<file path="src/rtl/dma_stat_pkg.sv">
package dma_stat_pkg;
  localparam int unsigned REG_AW = 3;
  localparam int unsigned CNT_LSB = 16;

  typedef enum logic [REG_AW-1:0] {
    IDX_TX_STAT  = 3'd0,
    IDX_RX_STAT  = 3'd1,
    IDX_RX_CTRL  = 3'd2,
    IDX_IRQ_MASK = 3'd3,
    IDX_IRQ_STAT = 3'd4
  } reg_idx_e;

  // Interrupt source byte: receive nibble high, transmit nibble low.
  function automatic logic [7:0] isr_merge(input logic [3:0] rx_nib,
                                           input logic [3:0] tx_nib,
                                           input logic [7:0] mask);
    return mask & {rx_nib, tx_nib};
  endfunction
endpackage

</file>
<file path="src/rtl/dma_pkt_counter.sv">
module dma_pkt_counter #(
  parameter int unsigned CNT_W = 8
) (
  input  logic             clk,
  input  logic             rst_n,
  input  logic             inc,
  input  logic             dec,
  output logic [CNT_W-1:0] cnt,
  output logic             flag
);
  // Next count for one hardware increment and/or one software decrement.
  function automatic logic [CNT_W-1:0] cnt_step(input logic [CNT_W-1:0] c,
                                                input logic up, input logic dn);
    if (up && !dn) return c + 1'b1;
    if (dn && !up) return c - 1'b1;
    return c;
  endfunction

  logic [CNT_W-1:0] cnt_nx;
  assign cnt_nx = cnt_step(cnt, inc, dec);

  always_ff @(posedge clk) begin
    if (!rst_n) begin
      cnt  <= '0;
      flag <= 1'b0;
    end else begin
      cnt <= cnt_nx;
      if (inc) flag <= 1'b1;
      else if (dec && cnt_nx == '0) flag <= 1'b0;
    end
  end
endmodule

</file>
<file path="src/rtl/dma_sticky_flag.sv">
module dma_sticky_flag (
  input  logic clk,
  input  logic rst_n,
  input  logic set,
  input  logic clr,
  output logic q
);
  always_ff @(posedge clk) begin
    if (!rst_n)   q <= 1'b0;
    else if (set) q <= 1'b1;
    else if (clr) q <= 1'b0;
  end
endmodule

</file>
<file path="src/rtl/dma_stat_irq_regs.sv">
module dma_stat_irq_regs
  import dma_stat_pkg::*;
#(
  parameter int unsigned CNT_W  = 8,
  parameter int unsigned DATA_W = 32
) (
  input  logic              clk,
  input  logic              rst_n,
  input  logic              ev_tx_sent,
  input  logic              ev_tx_underrun,
  input  logic              ev_rx_rcvd,
  input  logic              ev_rx_overflow,
  input  logic [2:0]        addr,
  input  logic              wr_en,
  input  logic [DATA_W-1:0] wr_data,
  output logic [DATA_W-1:0] rd_data,
  output logic              rx_dma_en,
  output logic              irq
);
  localparam int unsigned MASK_W = 8;

  // Named write-side events, also used by the checker.
  logic tx_dec, rx_dec, und_clr, ovf_clr, ctrl_wr, mask_wr;
  assign tx_dec  = wr_en && addr == IDX_TX_STAT && wr_data[0];
  assign rx_dec  = wr_en && addr == IDX_RX_STAT && wr_data[0];
  assign und_clr = wr_en && addr == IDX_TX_STAT && wr_data[1];
  assign ovf_clr = wr_en && addr == IDX_RX_STAT && wr_data[2];
  assign ctrl_wr = wr_en && addr == IDX_RX_CTRL;
  assign mask_wr = wr_en && addr == IDX_IRQ_MASK;

  logic [CNT_W-1:0] tx_cnt, rx_cnt;
  logic tx_sent_f, rx_rcvd_f, tx_und_f, rx_ovf_f;

  dma_pkt_counter #(.CNT_W(CNT_W)) u_tx_cnt (
    .clk(clk), .rst_n(rst_n), .inc(ev_tx_sent), .dec(tx_dec),
    .cnt(tx_cnt), .flag(tx_sent_f));
  dma_pkt_counter #(.CNT_W(CNT_W)) u_rx_cnt (
    .clk(clk), .rst_n(rst_n), .inc(ev_rx_rcvd), .dec(rx_dec),
    .cnt(rx_cnt), .flag(rx_rcvd_f));
  dma_sticky_flag u_und (
    .clk(clk), .rst_n(rst_n), .set(ev_tx_underrun), .clr(und_clr), .q(tx_und_f));
  dma_sticky_flag u_ovf (
    .clk(clk), .rst_n(rst_n), .set(ev_rx_overflow), .clr(ovf_clr), .q(rx_ovf_f));

  logic              rx_en_q;
  logic [MASK_W-1:0] mask_q;
  always_ff @(posedge clk) begin
    if (!rst_n) begin
      rx_en_q <= 1'b0;
      mask_q  <= '0;
    end else begin
      if (ev_rx_overflow) rx_en_q <= 1'b0;
      else if (ctrl_wr)   rx_en_q <= wr_data[0];
      if (mask_wr) mask_q <= wr_data[MASK_W-1:0];
    end
  end
  assign rx_dma_en = rx_en_q;

  logic [3:0] tx_nib, rx_nib;
  assign tx_nib = {2'b00, tx_und_f, tx_sent_f};
  assign rx_nib = {1'b0, rx_ovf_f, 1'b0, rx_rcvd_f};

  logic [MASK_W-1:0] isr_vec;
  assign isr_vec = isr_merge(rx_nib, tx_nib, mask_q);

  always_ff @(posedge clk) begin
    if (!rst_n) irq <= 1'b0;
    else        irq <= |isr_vec;
  end

  logic [DATA_W-1:0] tx_word, rx_word;
  always_comb begin
    tx_word = '0;
    tx_word[CNT_LSB +: CNT_W] = tx_cnt;
    tx_word[3:0] = tx_nib;
    rx_word = '0;
    rx_word[CNT_LSB +: CNT_W] = rx_cnt;
    rx_word[3:0] = rx_nib;
  end

  always_comb begin
    rd_data = '0;
    case (addr)
      IDX_TX_STAT:  rd_data = tx_word;
      IDX_RX_STAT:  rd_data = rx_word;
      IDX_RX_CTRL:  rd_data[0] = rx_en_q;
      IDX_IRQ_MASK: rd_data[MASK_W-1:0] = mask_q;
      IDX_IRQ_STAT: rd_data[MASK_W-1:0] = isr_vec;
      default:      rd_data = '0;
    endcase
  end
endmodule

</file>
<file path="config.mk">
export PLATFORM = sky130hd
export DESIGN_NAME = dma_stat_irq_regs
export DESIGN_NICKNAME = d
export VERILOG_FILES = /design/src/rtl/dma_stat_pkg.sv /design/src/rtl/dma_pkt_counter.sv /design/src/rtl/dma_sticky_flag.sv /design/src/rtl/dma_stat_irq_regs.sv
export SDC_FILE = /design/constraint.sdc
export NUM_CORES = 1
export LEC_CHECK = 0
export BUFFER_PORTS_ARGS = -buffer_cell sky130_fd_sc_hd__buf_2
export CAP_MARGIN = 20
export CORE_MARGIN = 2
export CORE_UTILIZATION = 45
export CTS_BUF_LIST = sky130_fd_sc_hd__clkbuf_2 sky130_fd_sc_hd__clkbuf_4 sky130_fd_sc_hd__clkbuf_8
export DETAILED_ROUTE_END_ITERATION = 12
export PLACE_DENSITY = 0.8
export SLEW_MARGIN = 20
export SYNTH_ARGS = -nofsm -noshare
export SYNTH_HDL_FRONTEND = slang
export SYNTH_SLANG_ARGS = --single-unit
export TNS_END_PERCENT = 5
</file>
<file path="constraint.sdc">
create_clock -name clk -period 5.7 [get_ports clk]
set_input_delay 1.71 -clock clk [delete_from_list [all_inputs] [get_ports clk]]
set_output_delay 1.71 -clock clk [all_outputs]
set_load 0.05 [all_outputs]
</file>
==> results of run 1 <==
worst max path at each step:
| stage | from | cells after the start | to |
|---|---|---|---|
| 2_1_floorplan | addr[0] | 3 | rd_data[16] |
| 3_3_place_gp | addr[0] | 5 | rd_data[16] |
| 3_5_place_dp | addr[0] | 5 | rd_data[17] |
| 4_1_cts | addr[0] | 5 | rd_data[17] |
| 5_1_grt | addr[0] | 5 | rd_data[17] |
| 6_report | addr[0] | 5 | rd_data[17] |
layout by cell type (no fill, tap or decap), types with 2 or more instances in the layout:
| cell type | instances |
|---|---|
| nor2b_1 | 3 |
| xnor2_1 | 9 |
| xor2_1 | 11 |
| a211oi_1 | 3 |
| o21ai_0 | 10 |
| a2111oi_0 | 2 |
| nand4b_1 | 2 |
| a21oi_1 | 21 |
| mux2i_1 | 3 |
| inv_1 | 6 |
| nor3b_1 | 2 |
| nand2_1 | 29 |
| ha_1 | 4 |
| clkbuf_8 | 8 |
| and2_1 | 6 |
| nand3_1 | 5 |
| dfxtp_1 | 30 |
| buf_2 | 35 |
| nand4_1 | 4 |
| mux2_1 | 2 |
| nor2_1 | 24 |
| conb_1 | 16 |
| nor3_4 | 2 |
| nor3_1 | 2 |
| a31oi_1 | 5 |
| a22oi_1 | 2 |
| a22o_1 | 5 |
final cells by class:
class | count | area (µm²) | share of cell area, %
multi-input combinational | 196 | 1252 | 56.17
sequential | 30 | 600.6 | 26.94
timing repair buffer | 35 | 175.2 | 7.856
clock buffer | 8 | 110.1 | 4.938
tap | 52 | 65.06 | 2.918
inverter | 7 | 26.28 | 1.178
cell families (layout without fill, tap and decap cells):
kind of cell / count (synthesis) / count (layout) / synth area share [%]
other: 1 / 16 / 0.1846
AOI/OAI and AO/OA: 56 / 56 / 18.47
muxes: 5 / 5 / 2.586
buffers and inverters: 41 / 50 / 11.58
xor gates and xnor gates: 20 / 20 / 8.621
adders and majority gates: 4 / 4 / 2.463
DFF: 30 / 30 / 29.56
and+or+nand+nor: 95 / 95 / 26.54
state kept, by name, indices dropped and copies added, names as in the netlist:
name and flops:
u_rx_cnt.cnt 8, u_rx_cnt.flag 1, u_und.q 1, u_ovf.q 1, irq 1, rx_dma_en 1
mask_q 8, u_tx_cnt.cnt 8, u_tx_cnt.flag 1
worst register-to-register path: stages, from the launching register on:
cell and delay [ps]:
dfxtp_1 440, inv_1 110, ha_1 220, nor2b_1 140, a31o_2 260, o211ai_2 150
nor3b_1 200, a31oi_1 100
power by group through the flow:
| stage | Combinational, mW | Clock, mW | Sequential (mW) |
|---|---|---|---|
| 2_1_floorplan | 0.0956 | 0 | 0.230 |
| 3_3_place_gp | 0.100 | 0 | 0.233 |
| 3_5_place_dp | 0.102 | 0 | 0.233 |
| 4_1_cts | 0.103 | 0.210 | 0.229 |
| 5_1_grt | 0.113 | 0.219 | 0.230 |
| 6_report | 0.103 | 0.206 | 0.229 |
routing by layer:
metal,up-vias,global-route usage (%),share of wire [%]
li1,891,-,-
met1,846,25.88,46
met2,71,26.54,45
met3,9,5.128,6.8
met4,0,7.757,2.1
met5,-,0,0
==> impl_metrics.ini, run 1 <==
[hold_path]
min_path_type = reg2reg
min_to = mask_q[3]
min_from = mask_q[3]
hold_depth = 2

[place]
place_area_um2 = 2120
gp_congestion = 0.8492
dp_hpwl_mm = 3.099
dp_slack_ps = 974.9
dpl.cell_count = 320
io_buffers = 35

[logic_synthesis]
syn_area_per_cell_um2 = 8.063
synth_most_common_cell = dfxtp_1
yosys-top-cells-area = dfxtp_1 30%, buf_4 6.7%, nand2_1 5.4%, a21oi_1 5.2%, xor2_1 4.7%
synth.top_cell.area_share_pct = 29.56
synthFlopType = dfxtp_1
synth_edf_count = 0
netlist_instances = 252
synthTopCellsByCount = 30 x dfxtp_1, 29 x nand2_1, 24 x nor2_1
syn_area_um2 = 2032
yosys_warnings = 0
async_flop_share_pct = 0
synth_largest_area_cell = dfxtp_1
synth-seq-cells = 30
synth_cell_types = 55
ys_seq_area_share_pct = 29.56

[clocking]
worstSkewPairLatency_ps = 290
cts_tree = done
clockBufferDepth = 2
post_cts_buffers = 0
clkTransAtPathRegs_ps = 60
cts.root.buffer_cell = clkbuf_8
cts.htree.levels = 2
cts.sinks = 30
cts_resized = 0
cts_made_buffers = 5
hold_buffers = 0

[cells_and_area]
syn_to_final_growth_pct = 9.729
fin_area_um2 = 2230
layout.nets = 321
stdcell_count = 328
fillers = 420
fin_util_pct = 51.21
drive_gt1_share_pct = 20.29
diodes = 0

[timing]
final-setup-viol-count = 0
slew_violations = 0
rsz0062_at_grt = no
hold_viol = 0
setup_slack_ps = 937.1
slew_headroom_pct = 57.23
tns_ps = 0
whs_ps = 452.1
final.min_clock_period_ps = 4763
max_freq_mhz = 210.0
worstMarginPinSlew_ps = 640.9
post-route-period-util_pct = 83.56
finClkSkew_ps = 2.869

[power]
peakVddDrop_uv = 91.37
power.total_uw = 538.1
combinationalPowerShare_pct = 19.1
seq_power_share_pct = 42.6
clockPowerShare_pct = 38.3
sw_frac_of_total_pct = 30.89
leakage_nw = 0.8781
power.density_nw_per_um2 = 241.4
p_int_uw = 371.9
p_switching_uw = 166.2

[route]
totalWireLength_mm = 4.430
vias = 1817
vias_per_cell = 5.540
drc = 0
wire_per_inst_um = 13.51
ant_nets = 0
drt_iter0_drc = 99
dr.pass1.iters = 4

[setup_path]
rr_startpoint = u_tx_cnt.cnt[0]
arrival_ps = 3050
cpLargestDelayFamily = simple AND/OR/NAND/NOR gates
cp_slowest_stage_delay_ps = 600
cpMostUsedCell = buf_2
path_max_fanout = 17
r2r_end = u_tx_cnt.flag
critical_path_buf_inv_count = 2
crit_path_end_kind = output port
crit_path_top_delay_cell = nor3b_4
rrSetupSlack_ps = 3950
r2r_cells = 7
cp.required_ps = 3990
crit_path_cell_trace = buf_2 -> nor3b_4 -> nand2_1 -> o21ai_0 -> buf_2
worstSetupStartpointType = primary input
critical_path_class = in2out

[die]
fp-row-count = 24
initial_utilization_pct = 46.67
die_h_um = 71.20
ios = 76
core_area_um2 = 4354
die-area_um2 = 5069
die_w_um = 71.20

[global_routing]
grt_pass1_vias = 1628
grt-ovfl-total = 0
grt_util_all_layers_pct = 18.47
antenna_found_initial = 0
grt_start_max_net_pins = 29
grt_first_pass_wirelength_mm = 7.417

[job]
drv_cap = 0

[status]
status = completed
Power figures use the tool's default switching activity.
==> inputs of run 2 (changes only) <==
--- a/config.mk
+++ b/config.mk
@@ -5,13 +5,14 @@
 export SDC_FILE = /design/constraint.sdc
 export NUM_CORES = 1
 export LEC_CHECK = 0
+export ABC_AREA = 1
 export BUFFER_PORTS_ARGS = -buffer_cell sky130_fd_sc_hd__buf_2
 export CAP_MARGIN = 20
 export CORE_MARGIN = 2
 export CORE_UTILIZATION = 45
 export CTS_BUF_LIST = sky130_fd_sc_hd__clkbuf_2 sky130_fd_sc_hd__clkbuf_4 sky130_fd_sc_hd__clkbuf_8
 export DETAILED_ROUTE_END_ITERATION = 12
-export PLACE_DENSITY = 0.8
+export PLACE_DENSITY = 0.81
 export SLEW_MARGIN = 20
 export SYNTH_ARGS = -nofsm -noshare
 export SYNTH_HDL_FRONTEND = slang
==> constraint.sdc (replaced) <==
create_clock -name clk -period 4.18 [get_ports clk]
set_input_delay 1.254 -clock clk [delete_from_list [all_inputs] [get_ports clk]]
set_output_delay 1.254 -clock clk [all_outputs]
set_load 0.05 [all_outputs]
==> run 2 against run 1 <==
  * Largest power group unchanged
  * Clock power is 20% higher
  * Worst hold slack about the same
  * Flip-flop and latch count is the same
  * Critical endpoint is now rd_data[0]
  * Highest routed layer unchanged
==> impl_metrics.ini, run 2 <==
[status]
status = completed

[logic_synthesis]
synthFlopType = dfxtp_1
netlist_instances = 360
synth.top_cell.area_share_pct = 26.55
synth_cell_types = 34
synth-seq-cells = 30
synth_edf_count = 0
synth_most_common_cell = nand2_1
syn_area_per_cell_um2 = 6.284
async_flop_share_pct = 0
synthTopCellsByCount = 96 x nand2_1, 46 x inv_1, 36 x nor2_1
yosys-top-cells-area = dfxtp_1 27%, nand2_1 16%, inv_1 7.6%, nor2_1 6.0%, a21oi_1 5.5%
ys_seq_area_share_pct = 26.55
syn_area_um2 = 2262
yosys_warnings = 0
synth_largest_area_cell = dfxtp_1

[setup_path]
cp.required_ps = 2930
crit_path_cell_trace = buf_2 -> nor2_2 -> inv_1 -> nor2_1 -> clkinv_1 -> o22ai_1 -> a21oi_1 -> o221ai_1 -> buf_2
cpMostUsedCell = buf_2
crit_path_top_delay_cell = buf_2
crit_path_end_kind = output port
worstSetupStartpointType = primary input
cp_slowest_stage_delay_ps = 300
critical_path_class = in2out
arrival_ps = 2600
path_max_fanout = 9

[cells_and_area]
syn_to_final_growth_pct = 11.56
layout.nets = 439
mostFrequentLayoutCell = nand2_1
fillers = 480
diodes = 0
seqCellArea_um2 = 600.6
multiInputGateArea_um2 = 1381
reg_top3 = mask_q: 8 flops, u_rx_cnt.cnt: 8 flops, u_tx_cnt.cnt: 8 flops
fin_util_pct = 52.73
drive_gt1_share_pct = 15.23
mostFrequentLayoutCells = 96 x nand2_1, 46 x inv_1, 36 x nor2_1

[clocking]
clkTransAtPathRegs_ps = 70
clockBufferDepth = 2
hold_buffers = 0
worstSkewPairLatency_ps = 280
cts.htree.levels = 2
cts.sinks = 30
cts_tree = done
cts_made_buffers = 5
cts_resized = 0
cts.root.buffer_cell = clkbuf_8
post_cts_buffers = 0

[die]
ios = 76
die-area_um2 = 5610
core_area_um2 = 4786
initial_utilization_pct = 47.27
die_w_um = 74.90
die_h_um = 74.90
fp-row-count = 25

[route]
wl_met1_mm = 2.388
met2_length_mm = 2.726
vias_per_cell = 4.941
dr.pass1.iters = 4
vias = 2278
drt_iter0_drc = 189
wire_per_inst_um = 11.68
drc = 0
ant_nets = 0
totalWireLength_mm = 5.385
routed.top_layer = met4
wl_met3_um = 189

[timing]
post-route-period-util_pct = 92.30
final.min_clock_period_ps = 3858
rsz0062_at_grt = no
worstMarginPinSlew_ps = 705.3
hold_viol = 0
tns_ps = 0
final-setup-viol-count = 0
slew_violations = 0
max_freq_mhz = 259.2
slew_headroom_pct = 52.93
finClkSkew_ps = 2.597

[power]
leakage_nw = 1.218
peakVddDrop_uv = 201.4
power.density_nw_per_um2 = 295.4

[place]
io_buffers = 35
dp_hpwl_mm = 4.171
gp_congestion = 0.9049

[hold_path]
min_path_type = reg2reg

[job]
drv_cap = 0

[global_routing]
grt_first_pass_wirelength_mm = 9.218
grt_pass1_vias = 2135
grt-ovfl-total = 0
grt_start_max_net_pins = 22
grt_util_all_layers_pct = 20.98
antenna_found_initial = 0
-- run 2: worst paths after layout --
| path | depth (start not counted) | endpoint | slack (ps) | startpoint |
|---|---|---|---|---|
| setup / recovery | 9 | rd_data[0] | 320 | addr[1] |
| hold reg to reg | 2 | mask_q[7] | 450 | mask_q[7] |
| setup reg to reg | 10 | u_rx_cnt.flag | 2490 | u_rx_cnt.cnt[2] |
| hold / removal | 2 | mask_q[7] | 450 | mask_q[7] |
-- run 2: logic make-up (layout without fill, tap and decap cells) --
| family | after synthesis | after routing | share of synthesized area [%] |
|---|---|---|---|
| XOR/XNOR | 12 | 12 | 4.646 |
| AND/OR/NAND/NOR | 182 | 182 | 37.00 |
| buffers and inverters | 73 | 92 | 14.88 |
| AO/OA/AOI/OAI | 58 | 58 | 14.55 |
| other | 1 | 16 | 0.1658 |
| adder cells (fa/ha/maj) | 4 | 4 | 2.212 |
| flip-flops | 30 | 30 | 26.55 |
-- run 2: worst max-delay path, delay by kind of cell --
kind | cells | cell delay, ps
AO/OA/AOI/OAI | 3 | 340
buffers and inverters | 4 | 710
AND/OR/NAND/NOR | 2 | 300
-- run 2: power breakdown --
group | switching [mW] | total (mW) | internal (mW)
Sequential | 0.0133 | 0.312 | 0.299
Clock | 0.116 | 0.248 | 0.132
Combinational | 0.131 | 0.186 | 0.0546
-- run 2: layer usage --
metal | vias to the layer above | GRT usage, %
met5 | - | 0
met4 | 0 | 7.341
met3 | 8 | 3.347
met2 | 48 | 37.91
met1 | 1038 | 25.04
li1 | 1184 | -
-- run 2: cell type report --
cell class | count | share of cell area (%)
timing repair buffer | 36 | 7.238
inverter | 48 | 7.139
sequential | 30 | 23.80
clock inverter | 2 | 0.4958
clock buffer | 6 | 3.272
tap | 67 | 3.322
multi-input combinational | 272 | 54.73
-- run 2: per-stage QoR --
stage               setup WS, ps  cells  hold slack [ps]  area (µm²)  power, mW
floorplan                  64.16    375            430.1        2318     0.4750
finish                     321.7    461            451.7        2524     0.7455
CTS                        322.6    461            455.0        2524     0.7534
detailed placement         319.8    453            445.1        2429     0.5027
global placement           348.4    453            440.2        2429     0.4980
global route               162.9    461            486.5        2524     0.7923
